$ cat config.mk
export PLATFORM = sky130hd
export DESIGN_NAME = stack_alu
export DESIGN_NICKNAME = d
export VERILOG_FILES = /design/src/rtl/stack_alu_pkg.sv /design/src/rtl/stack_alu_ctrl.sv /design/src/rtl/stack_alu_dp.sv /design/src/rtl/stack_alu.sv
export SDC_FILE = /design/constraint.sdc
export NUM_CORES = 1
export LEC_CHECK = 0
export BUFFER_PORTS_ARGS = -buffer_cell sky130_fd_sc_hd__buf_4
export CORE_MARGIN = 3
export CORE_UTILIZATION = 55
export DETAILED_ROUTE_END_ITERATION = 7
export PLACE_DENSITY = 0.75
export SYNTH_ARGS = -nofsm -noshare
export SYNTH_HDL_FRONTEND = slang
export SYNTH_SLANG_ARGS = --single-unit
$ cat constraint.sdc
create_clock -name clk -period 1.1 [get_ports clk]
set_input_delay 0.165 -clock clk [delete_from_list [all_inputs] [get_ports clk]]
set_output_delay 0.165 -clock clk [all_outputs]
set_load 0.03 [all_outputs]
$ cat src/rtl/stack_alu_pkg.sv
package stack_alu_pkg;

  localparam int OPC_W     = 5;
  localparam int SHORT_BIT = 5;

  localparam logic [OPC_W-1:0] OPC_INC = 5'h01;
  localparam logic [OPC_W-1:0] OPC_EQU = 5'h08;
  localparam logic [OPC_W-1:0] OPC_NEQ = 5'h09;
  localparam logic [OPC_W-1:0] OPC_GTH = 5'h0a;
  localparam logic [OPC_W-1:0] OPC_LTH = 5'h0b;
  localparam logic [OPC_W-1:0] OPC_ADD = 5'h18;
  localparam logic [OPC_W-1:0] OPC_SUB = 5'h19;
  localparam logic [OPC_W-1:0] OPC_MUL = 5'h1a;
  localparam logic [OPC_W-1:0] OPC_DIV = 5'h1b;
  localparam logic [OPC_W-1:0] OPC_AND = 5'h1c;
  localparam logic [OPC_W-1:0] OPC_ORA = 5'h1d;
  localparam logic [OPC_W-1:0] OPC_EOR = 5'h1e;
  localparam logic [OPC_W-1:0] OPC_SFT = 5'h1f;

  // One strobe per operation, at most one set; plus width and capture.
  typedef struct packed {
    logic capture;
    logic wide;
    logic doInc;
    logic doEqu;
    logic doNeq;
    logic doGth;
    logic doLth;
    logic doAdd;
    logic doSub;
    logic doMul;
    logic doDiv;
    logic doAnd;
    logic doOra;
    logic doEor;
    logic doSft;
  } aluStrobeT;

endpackage

$ cat src/rtl/stack_alu_ctrl.sv
module stack_alu_ctrl
  import stack_alu_pkg::*;
(
  input  logic                 opValid,
  input  logic [SHORT_BIT:0]   instrLow,
  output aluStrobeT            strobe
);

  logic [OPC_W-1:0] opc;
  assign opc = instrLow[OPC_W-1:0];

  always_comb begin
    strobe         = '0;
    strobe.capture = opValid;
    strobe.wide    = instrLow[SHORT_BIT];
    case (opc)
      OPC_INC: strobe.doInc = 1'b1;
      OPC_EQU: strobe.doEqu = 1'b1;
      OPC_NEQ: strobe.doNeq = 1'b1;
      OPC_GTH: strobe.doGth = 1'b1;
      OPC_LTH: strobe.doLth = 1'b1;
      OPC_ADD: strobe.doAdd = 1'b1;
      OPC_SUB: strobe.doSub = 1'b1;
      OPC_MUL: strobe.doMul = 1'b1;
      OPC_DIV: strobe.doDiv = 1'b1;
      OPC_AND: strobe.doAnd = 1'b1;
      OPC_ORA: strobe.doOra = 1'b1;
      OPC_EOR: strobe.doEor = 1'b1;
      OPC_SFT: strobe.doSft = 1'b1;
      default: ;
    endcase
  end

endmodule

$ cat src/rtl/stack_alu_dp.sv
module stack_alu_dp
  import stack_alu_pkg::*;
#(
  parameter int DATA_W = 16
) (
  input  logic              clk,
  input  logic              rstN,
  input  aluStrobeT         strobe,
  input  logic [DATA_W-1:0] opA,
  input  logic [DATA_W-1:0] opB,
  output logic              resValid,
  output logic [DATA_W-1:0] result,
  output logic              resWide
);

  localparam int NARROW_W = DATA_W / 2;
  localparam int NIB_W    = NARROW_W / 2;

  logic [DATA_W-1:0] widthMask;
  logic [DATA_W-1:0] aOp;
  logic [DATA_W-1:0] bOp;

  assign widthMask = strobe.wide ? {DATA_W{1'b1}}
                                 : {{(DATA_W-NARROW_W){1'b0}}, {NARROW_W{1'b1}}};
  assign aOp = opA & widthMask;
  assign bOp = opB & widthMask;

  // Arithmetic
  logic [DATA_W-1:0] sumVal;
  logic [DATA_W-1:0] diffVal;
  logic [DATA_W-1:0] prodVal;
  logic [DATA_W-1:0] quotVal;
  logic [DATA_W-1:0] incVal;
  logic              divByZero;

  assign sumVal    = aOp + bOp;
  assign diffVal   = aOp - bOp;
  assign prodVal   = aOp * bOp;
  assign divByZero = (bOp == '0);
  assign quotVal   = divByZero ? '0 : (aOp / bOp);
  assign incVal    = bOp + 1'b1;

  // Shift: right by low nibble first, then left by high nibble
  logic [NIB_W-1:0]  rightCnt;
  logic [NIB_W-1:0]  leftCnt;
  logic [DATA_W-1:0] rightVal;
  logic [DATA_W-1:0] sftVal;

  assign rightCnt = opB[NIB_W-1:0];
  assign leftCnt  = opB[NARROW_W-1:NIB_W];
  assign rightVal = aOp >> rightCnt;
  assign sftVal   = rightVal << leftCnt;

  // Unsigned comparison, single flag
  logic cmpEq;
  logic cmpGt;
  logic cmpLt;
  logic cmpBit;
  logic isCmp;

  assign cmpEq  = (aOp == bOp);
  assign cmpGt  = (aOp > bOp);
  assign cmpLt  = (aOp < bOp);
  assign isCmp  = strobe.doEqu | strobe.doNeq | strobe.doGth | strobe.doLth;
  assign cmpBit = (strobe.doEqu & cmpEq) | (strobe.doNeq & ~cmpEq) |
                  (strobe.doGth & cmpGt) | (strobe.doLth & cmpLt);

  // Strobe-selected OR mux
  logic [DATA_W-1:0] rawRes;
  logic              anyOp;

  always_comb begin
    rawRes = '0;
    rawRes |= {DATA_W{strobe.doAdd}} & sumVal;
    rawRes |= {DATA_W{strobe.doSub}} & diffVal;
    rawRes |= {DATA_W{strobe.doMul}} & prodVal;
    rawRes |= {DATA_W{strobe.doDiv}} & quotVal;
    rawRes |= {DATA_W{strobe.doInc}} & incVal;
    rawRes |= {DATA_W{strobe.doAnd}} & (aOp & bOp);
    rawRes |= {DATA_W{strobe.doOra}} & (aOp | bOp);
    rawRes |= {DATA_W{strobe.doEor}} & (aOp ^ bOp);
    rawRes |= {DATA_W{strobe.doSft}} & sftVal;
    rawRes |= {{(DATA_W-1){1'b0}}, isCmp & cmpBit};
  end

  assign anyOp = strobe.doAdd | strobe.doSub | strobe.doMul | strobe.doDiv |
                 strobe.doInc | strobe.doAnd | strobe.doOra | strobe.doEor |
                 strobe.doSft;

  logic [DATA_W-1:0] nextRes;
  logic              nextWide;

  assign nextRes  = rawRes & widthMask;
  assign nextWide = strobe.wide & anyOp;

  always_ff @(posedge clk or negedge rstN) begin
    if (!rstN) begin
      resValid <= 1'b0;
      result   <= '0;
      resWide  <= 1'b0;
    end else begin
      resValid <= strobe.capture;
      if (strobe.capture) begin
        result  <= nextRes;
        resWide <= nextWide;
      end
    end
  end

endmodule

$ cat src/rtl/stack_alu.sv
module stack_alu
  import stack_alu_pkg::*;
#(
  parameter int DATA_W = 16
) (
  input  logic              clk,
  input  logic              rstN,
  input  logic              opValid,
  input  logic [7:0]        instr,
  input  logic [DATA_W-1:0] opA,
  input  logic [DATA_W-1:0] opB,
  output logic              resValid,
  output logic [DATA_W-1:0] result,
  output logic              resWide
);

  aluStrobeT strobe;

  stack_alu_ctrl u_ctrl (
    .opValid  (opValid),
    .instrLow (instr[SHORT_BIT:0]),
    .strobe   (strobe)
  );

  stack_alu_dp #(.DATA_W(DATA_W)) u_dp (
    .clk      (clk),
    .rstN     (rstN),
    .strobe   (strobe),
    .opA      (opA),
    .opB      (opB),
    .resValid (resValid),
    .result   (result),
    .resWide  (resWide)
  );

endmodule

==> qor.txt, run 1 <==
Outcome: did not finish
Last stage: 5_1_grt
Tool error: [ERROR GRT-0232] Routing congestion too high. Check the congestion heatmap in the GUI.
Initial core utilization: 0.563
Ys flop type: dfrtp_1
CTS H-Tree Depth: 1
Mapped Area: 15800 µm²
CTS Sinks: 18
Die Y: 175 µm
Largest net degree at the start of global routing: 39
Congestion Overflow GR: 165
Placer congestion estimate: 1.07
I/O Buffers: 58
Clock Tree Buf Depth: 2
Synth top area cells: ha_1 19%, fa_1 10%, nand2_1 5.6%, nor2_1 5.2%, a21oi_1 4.6%
Clock buffer count from CTS: 3
Clk root buf: clkbuf_16
Yosys top cell area share: 0.187
Yosys warnings: 0
Number of flops mapped to enable cells by yosys: 0
I/O pins: 61
Syn_area_per_cell: 7.22 µm²
Total GRT Usage: 0.804
Hpwl dp: 58.9 mm
Yosys top cell by area: ha_1
Asr flop ratio synth: 1.00
Net count after synthesis: 2542
DIE WIDTH: 175 µm
Seq/Total Area, Yosys: 0.0286
Yosys reg bits: 18
Mapped Cells: 2181
Row count: 61
Netlist cell types: 90
-- routing by layer --
metal / GRT usage / overflow
met5: 0.383 / 0
met1: 0.788 / 1
met4: 0.838 / 68
met2: 0.952 / 92
met3: 0.670 / 4
-- cells in the mapped netlist, types with 43 or more instances --
cell type,count
fa_1,82
xnor2_1,77
xor2_1,43
clkbuf_1,69
o21ai_0,99
nor2_1,217
nand3_1,56
ha_1,236
a21oi_1,146
nor3_1,65
inv_1,190
nand2_1,233
-- metrics by stage --
| step | utilization | instances | setup WS [ps] | area (µm²) |
|---|---|---|---|---|
| 2_1_floorplan | - | 2181 | -22390 | 16900 |
| 3_3_place_gp | 0.810 | 3262 | -23040 | 22700 |
| 3_5_place_dp | 0.810 | 3262 | -24010 | 22700 |
| 4_1_cts | 0.889 | 3380 | -22510 | 24900 |
-- kinds of logic after synthesis --
group / synth area share
XOR/XNOR: 0.0667
buffers and inverters: 0.0712
adder cells (fa/ha/maj): 0.292
AND/OR/NAND/NOR: 0.219
AO/OA/AOI/OAI: 0.271
multiplexers: 0.0518
flip-flops: 0.0286
-- timing repair --
action,in CTS
hold buffers,1
buffers inserted,107
gates resized for setup,237
setup endpoints to repair,17
endpoints found under the hold margin,18
cloned,8
pin swaps,123
==> run 2, diff against run 1 <==
- CORE_UTILIZATION: 55 -> 40
- PLACE_DENSITY: 0.75 -> not set
- PLACE_DENSITY_LB_ADDON: not set -> 0.15
- clock period: 1.1 -> 1.4 ns (I/O delays scaled with it)
==> run 2 against run 1 <==
  * The flow now finishes, with violations (setup timing)
  * Synthesized cell count did not move
  * Synthesized area did not move
==> qor.txt, run 2 <==
CTS Sinks: 18
Worst path max stage delay: 540 ps
Largest registers: u_dp.result: 16 flops, u_dp.resValid: 1 flops, u_dp.resWide: 1 flops
CTS clock-pin slew for the worst setup and hold paths: 50 ps
Critical path buffers and inverters: 14
Yosys top cell area share: 0.187
DR vias/cell: 5.86
Post-Route WL: 78.8 mm
Largest fanout on the critical path: 8
Netlist cell types: 90
Commonest non-fill, non-tap cell in the layout: buf_4
Critical path type: in2reg
Outcome: finished with violations
Initial antenna violation count: 1
First-pass DRT Iterations: 5
Seq/Total Area, Yosys: 0.0286
Final Setup Violations: 16
Worst hold path type: in2reg
Clk root buf: clkbuf_16
Drt drc: 0
Worst path depth: 121
Hold-critical path depth: 2
Hold Slack: 324 ps
Unrepaired setup endpoints after global routing: true
Worst-skew pair later-pin latency: 250 ps
Vias in the first global route: 20600
DRT antenna net count: 0
Mapped Cells: 2181
Worst setup SP type: input port
Slew Limit Fails: 0
Asr flop ratio synth: 1.00
Layout cell share with drive strength beyond 1: 0.432
I/O Buffers: 58
Period utilisation layout: 17.2
Yosys warnings: 0
Placed cell count: 3442
Syn_area_per_cell: 7.22 µm²
Routed vias: 20800
First-pass GRT wire length: 117 mm
Number of flops mapped to enable cells by yosys: 0
Mapped Area: 15800 µm²
Max-cap viol count: 0
Mean routed wirelength per cell: 22.2 µm
Placer congestion estimate: 1.02
Post-synth top cells: 236 x ha_1, 233 x nand2_1, 217 x nor2_1
R2R cell count: 6
Slowest stage cell, crit path: or4_4
Ys flop type: dfrtp_1
CTS tree: done
Register with the most flip-flops: u_dp.result
DIE WIDTH: 204 µm
Worst-Margin Slew: 669 ps
Setup Skew: 0 ps
Yosys reg bits: 18
Most numerous cell in the Yosys netlist: ha_1
Die Y: 204 µm
Hpwl dp: 60.4 mm
Net count after synthesis: 2542
CTS H-Tree Depth: 1
CP Capture Type: register
Initial core utilization: 0.406
CP top delay family: compound AO/OA/AOI/OAI gates
Core Area: 38800 µm²
Initial DRC count: 1780
R2r setup slk: -200 ps
Total GRT Usage: 0.358
Clock Tree Buf Depth: 2
Synth top area cells: ha_1 19%, fa_1 10%, nand2_1 5.6%, nor2_1 5.2%, a21oi_1 4.6%
Final hold vios: 0
WP data required: 1510 ps
Final net count: 3396
Max FFs per register: 16
Yosys top cell by area: ha_1
Data arrival, critical path: 24170 ps
Failing checks: setup timing
Most frequent cells in the layout: 869 x buf_4, 217 x nand2_1, 198 x nor2_1
FMAX: 41.6 MHz
Minimum clock period: 24060 ps
Row count: 72
P&R area growth vs syn: 65.7%
Largest net degree at the start of global routing: 39
Non-Filler Instances: 3553
Final WS setup: -22660 ps
Congestion Overflow GR: 0
Clock buffer count from CTS: 3
Max-Slew Margin vs Limit: 0.548
DP Area: 23100 µm²
Die area: 41800 µm²
Finished Cell Area: 26100 µm²
I/O pins: 61
-- run 2: cell counts after synthesis --
Identical to the previous run, type by type.
-- run 2: repair_timing --
item | CTS | global route
hold buffers | 1 | 0
gates resized for setup | 221 | 170
pin swaps | 112 | 130
endpoints found under the hold margin | 18 | 0
setup endpoints to repair | 16 | 16
setup buffers | 64 | 43
gates cloned | 7 | 1
-- run 2: layout make-up --
type / instances / area, µm²
multi-input combinational: 1872 / 16400
timing repair buffer: 946 / 7740
fill: 3286 / 12700
inverter: 194 / 758
antenna: 1 / 2.50
sequential: 18 / 450
tap: 518 / 648
clock buffer: 4 / 88.8
-- run 2: metal layers --
metal  share of wire  global-route usage
met1            0.41               0.457
met2            0.45               0.593
met3           0.073              0.0519
met4           0.068               0.177
met5               0                   0
-- run 2: stage by stage --
stage | setup WS (ps) | TNS [ps] | util
floorplan | -22140 | -176560 | -
global placement | -23300 | -189780 | 0.596
detailed placement | -23760 | -194090 | 0.596
CTS | -22490 | -180480 | 0.643
global route | -23750 | -190130 | 0.673
finish | -22660 | -181430 | 0.673
-- run 2: final timing paths --
| kind | end | start |
|---|---|---|
| min in group asynchronous | u_dp.resWide | rstN |
| worst min-delay path | u_dp.resValid | opValid |
| worst max-delay path | u_dp.result[0] | opB[13] |
| max in group asynchronous | u_dp.result[0] | rstN |
| worst max register to register | u_dp.result[15] | u_dp.result[15] |
| worst min register to register | u_dp.result[3] | u_dp.result[3] |
-- run 2: kinds of logic (layout without fill, tap and decap cells) --
logic type	count (synthesis)	after routing	synth area share
AOI/OAI and AO/OA	621	621	0.271
xor gates and xnor gates	120	120	0.0667
adders and majority gates	318	318	0.292
buffers and inverters	291	1144	0.0712
DFF	18	18	0.0286
muxes	68	68	0.0518
other	0	1	0
and+or+nand+nor	745	745	0.219
Power of run 2 is not shown: default switching activity piles up to over one toggle a cycle in this logic, so the estimate is an artifact.
==> run 3, diff against run 2 <==
- ABC_AREA: not set -> 1
- CTS_BUF_LIST: not set -> sky130_fd_sc_hd__clkbuf_2 sky130_fd_sc_hd__clkbuf_4 sky130_fd_sc_hd__clkbuf_8
==> run 3 against run 2 <==
  * The flow still finishes with violations (setup timing)
  * First-iteration DRC count is 11% lower
  * Final cell count up 11%
  * Die area fell by 2.4%
  * Maximum frequency rose by 11%
  * Worst setup slack better by 2300 ps
  * Synthesized cell count up 14%
  * Hold slack gained 11 ps
  * Critical path depth is 50 higher
  * Sequential cell count unchanged
  * Via count up 0.98%
==> qor.txt, run 3 <==
CTS Sinks: 18
CP top delay family: simple AND/OR/NAND/NOR gates
Static Leak: 13.9 nW
Post-synth top cells: 625 x nand2_1, 402 x inv_1, 236 x ha_1
Diode count: 0
Clock power share: 0.010
Die Y: 202 µm
Most numerous cell in the Yosys netlist: nand2_1
Clk root buf: clkbuf_8
Largest net degree at the start of global routing: 35
Yosys top cell by area: ha_1
P&R area growth vs syn: 70.1%
Data arrival, critical path: 21890 ps
TNS Setup: -158000 ps
Pint: 21.5 mW
Mean routed wirelength per cell: 19.7 µm
Filler cells: 3063
Syn_area_per_cell: 6.20 µm²
I/O pins: 61
Min-delay src: opValid
Critical path type: in2reg
I/O Buffers: 58
Seq/Total Area, Yosys: 0.0293
Synth top area cells: ha_1 19%, nand2_1 15%, fa_1 11%, inv_1 9.8%, nand3_1 5.2%
Hpwl dp: 57.3 mm
Most frequent cells in the layout: 947 x buf_4, 514 x nand2_1, 352 x inv_1
Critical path buffers and inverters: 25
Final Setup Violations: 16
Mapped Area: 15400 µm²
Yosys reg bits: 18
Largest fanout on the critical path: 7
Post-Route WL: 77.5 mm
CTS clock-pin slew for the worst setup and hold paths: 70 ps
Vias in the first global route: 20900
Failing checks: setup timing
WP data required: 1540 ps
Initial antenna violation count: 0
Unrepaired setup endpoints after global routing: true
CTS tree: done
Sequential Power Share: 0.014
Setup Skew: 0 ps
First-pass GRT wire length: 114 mm
Clock buffer count from CTS: 3
DRT antenna net count: 0
Yosys top cell area share: 0.192
Period utilisation layout: 15.5
Clock Tree Buf Depth: 2
Yosys warnings: 0
Minimum clock period: 21750 ps
Mapped Cells: 2476
Layout cell share with drive strength beyond 1: 0.450
Core Area: 37800 µm²
Largest registers: u_dp.result: 16 flops, u_dp.resValid: 1 flops, u_dp.resWide: 1 flops
Switching Fraction: 0.490
Worst R2R Start: u_dp.result[0]
Netlist cell types: 63
Slew Limit Fails: 0
Number of flops mapped to enable cells by yosys: 0
Pwr/cell area: 1610 nW/µm²
Final hold vios: 0
Total GRT Usage: 0.353
Final net count: 3781
Hold Slack: 335 ps
Die area: 40800 µm²
R2R Path End: u_dp.result[0]
Final core utilization: 0.692
Worst setup SP type: input port
Asr flop ratio synth: 1.00
Part of the power in combinational logic: 0.975
Max-cap viol count: 0
Congestion Overflow GR: 0
Max FFs per register: 16
Most frequent CP cell: nand2_2
Max-Slew Margin vs Limit: 0.523
Routed vias: 21000
Initial core utilization: 0.407
CP Capture Type: register
Initial DRC count: 1581
Final WS setup: -20350 ps
Sw Pwr: 20.7 mW
Hold-critical path depth: 2
Worst-skew pair later-pin latency: 250 ps
WHS Endpoint: u_dp.resValid
Slowest stage cell, crit path: ha_1
Drt drc: 0
Worst path max stage delay: 310 ps
Row count: 71
FMAX: 46.0 MHz
Max IR drop VDD: 0.00252 V
R2R cell count: 2
Ys flop type: dfrtp_1
Worst-Margin Slew: 713 ps
CTS H-Tree Depth: 1
R2r setup slk: 690 ps
DIE WIDTH: 202 µm
Outcome: finished with violations
Net count after synthesis: 2837
DR vias/cell: 5.35
Placer congestion estimate: 1.03
Commonest non-fill, non-tap cell in the layout: buf_4
Register with the most flip-flops: u_dp.result
Worst hold path type: in2reg
First-pass DRT Iterations: 5
==> run 3: cell count changes after synthesis, sizes merged, moves of 36 or more <==
cell | previous run | this run
a21o | 41 | 5
nand3 | 56 | 178
o21ai | 103 | 167
xnor2 | 77 | 29
mux2i | 41 | 2
inv | 192 | 410
nand2 | 233 | 662
==> run 3: area by class of cell <==
| type | instances | area [µm²] | share of cell area |
|---|---|---|---|
| clock buffers | 4 | 55.1 | 0.00211 |
| repair inverters | 4 | 31.3 | 0.00120 |
| well taps | 511 | 639 | 0.0245 |
| flip-flops and latches | 18 | 450 | 0.0172 |
| inverters | 415 | 1640 | 0.0627 |
| repair buffers | 1003 | 7780 | 0.298 |
| multi-input cells | 1975 | 15500 | 0.595 |
==> run 3: per-layer routing <==
metal | part of all wire | up-vias | routed length, µm | track usage
met5 | 0 | - | 0 | 0
met4 | 0.062 | 0 | 4770 | 0.144
met3 | 0.065 | 267 | 5070 | 0.0457
met2 | 0.48 | 819 | 37100 | 0.628
met1 | 0.39 | 10000 | 30600 | 0.430
li1 | - | 9933 | - | -
==> run 3: logic make-up after synthesis <==
family | Yosys count | share of synthesized area
AOI/OAI and AO/OA | 402 | 0.156
xor gates and xnor gates | 86 | 0.0490
adders and majority gates | 318 | 0.299
buffers and inverters | 483 | 0.124
DFF | 18 | 0.0293
muxes | 2 | 0.00130
and+or+nand+nor | 1167 | 0.342
==> run 3: how the worst max path moves through the flow <==
| stage | from | end | slack [ps] | cells after the start |
|---|---|---|---|---|
| detailed placement | instr[5] | u_dp.result[0] | -21010 | 170 |
| global placement | instr[5] | u_dp.result[0] | -20410 | 170 |
| CTS | opA[15] | u_dp.result[0] | -19420 | 175 |
| floorplan | instr[5] | u_dp.result[0] | -19170 | 177 |
| finish | instr[5] | u_dp.result[0] | -20350 | 171 |
| global route | instr[5] | u_dp.result[0] | -21600 | 173 |
==> run 3: stage by stage <==
step	total power, mW	cell area [µm²]	instances	setup slack [ps]
6_report	42.2	26100	3930	-20350
5_1_grt	46.1	26100	3930	-21600
4_1_cts	38.3	24600	3890	-19420
3_5_place_dp	32.6	22400	3742	-21010
3_3_place_gp	31.8	22400	3742	-20410
2_1_floorplan	19.4	16100	2476	-19170
==> run 3: repair_timing <==
item,in CTS,in global routing
hold endpoints to repair,18,0
gates resized for setup,237,258
hold buffers,1,0
setup endpoints to repair,16,16
buffers inserted,141,46
pin swaps,119,204
gates cloned,3,1
==> run 3: power groups by stage <==
stage	Sequential [mW]	Combinational, mW	Clock [mW]
after global placement	0.612	31.2	0
after floorplan	0.713	18.6	0
final	0.609	41.2	0.431
after global routing	0.613	45.0	0.463
after detailed placement	0.616	32.0	0
after CTS	0.606	37.3	0.438
Power figures use the tool's default switching activity.
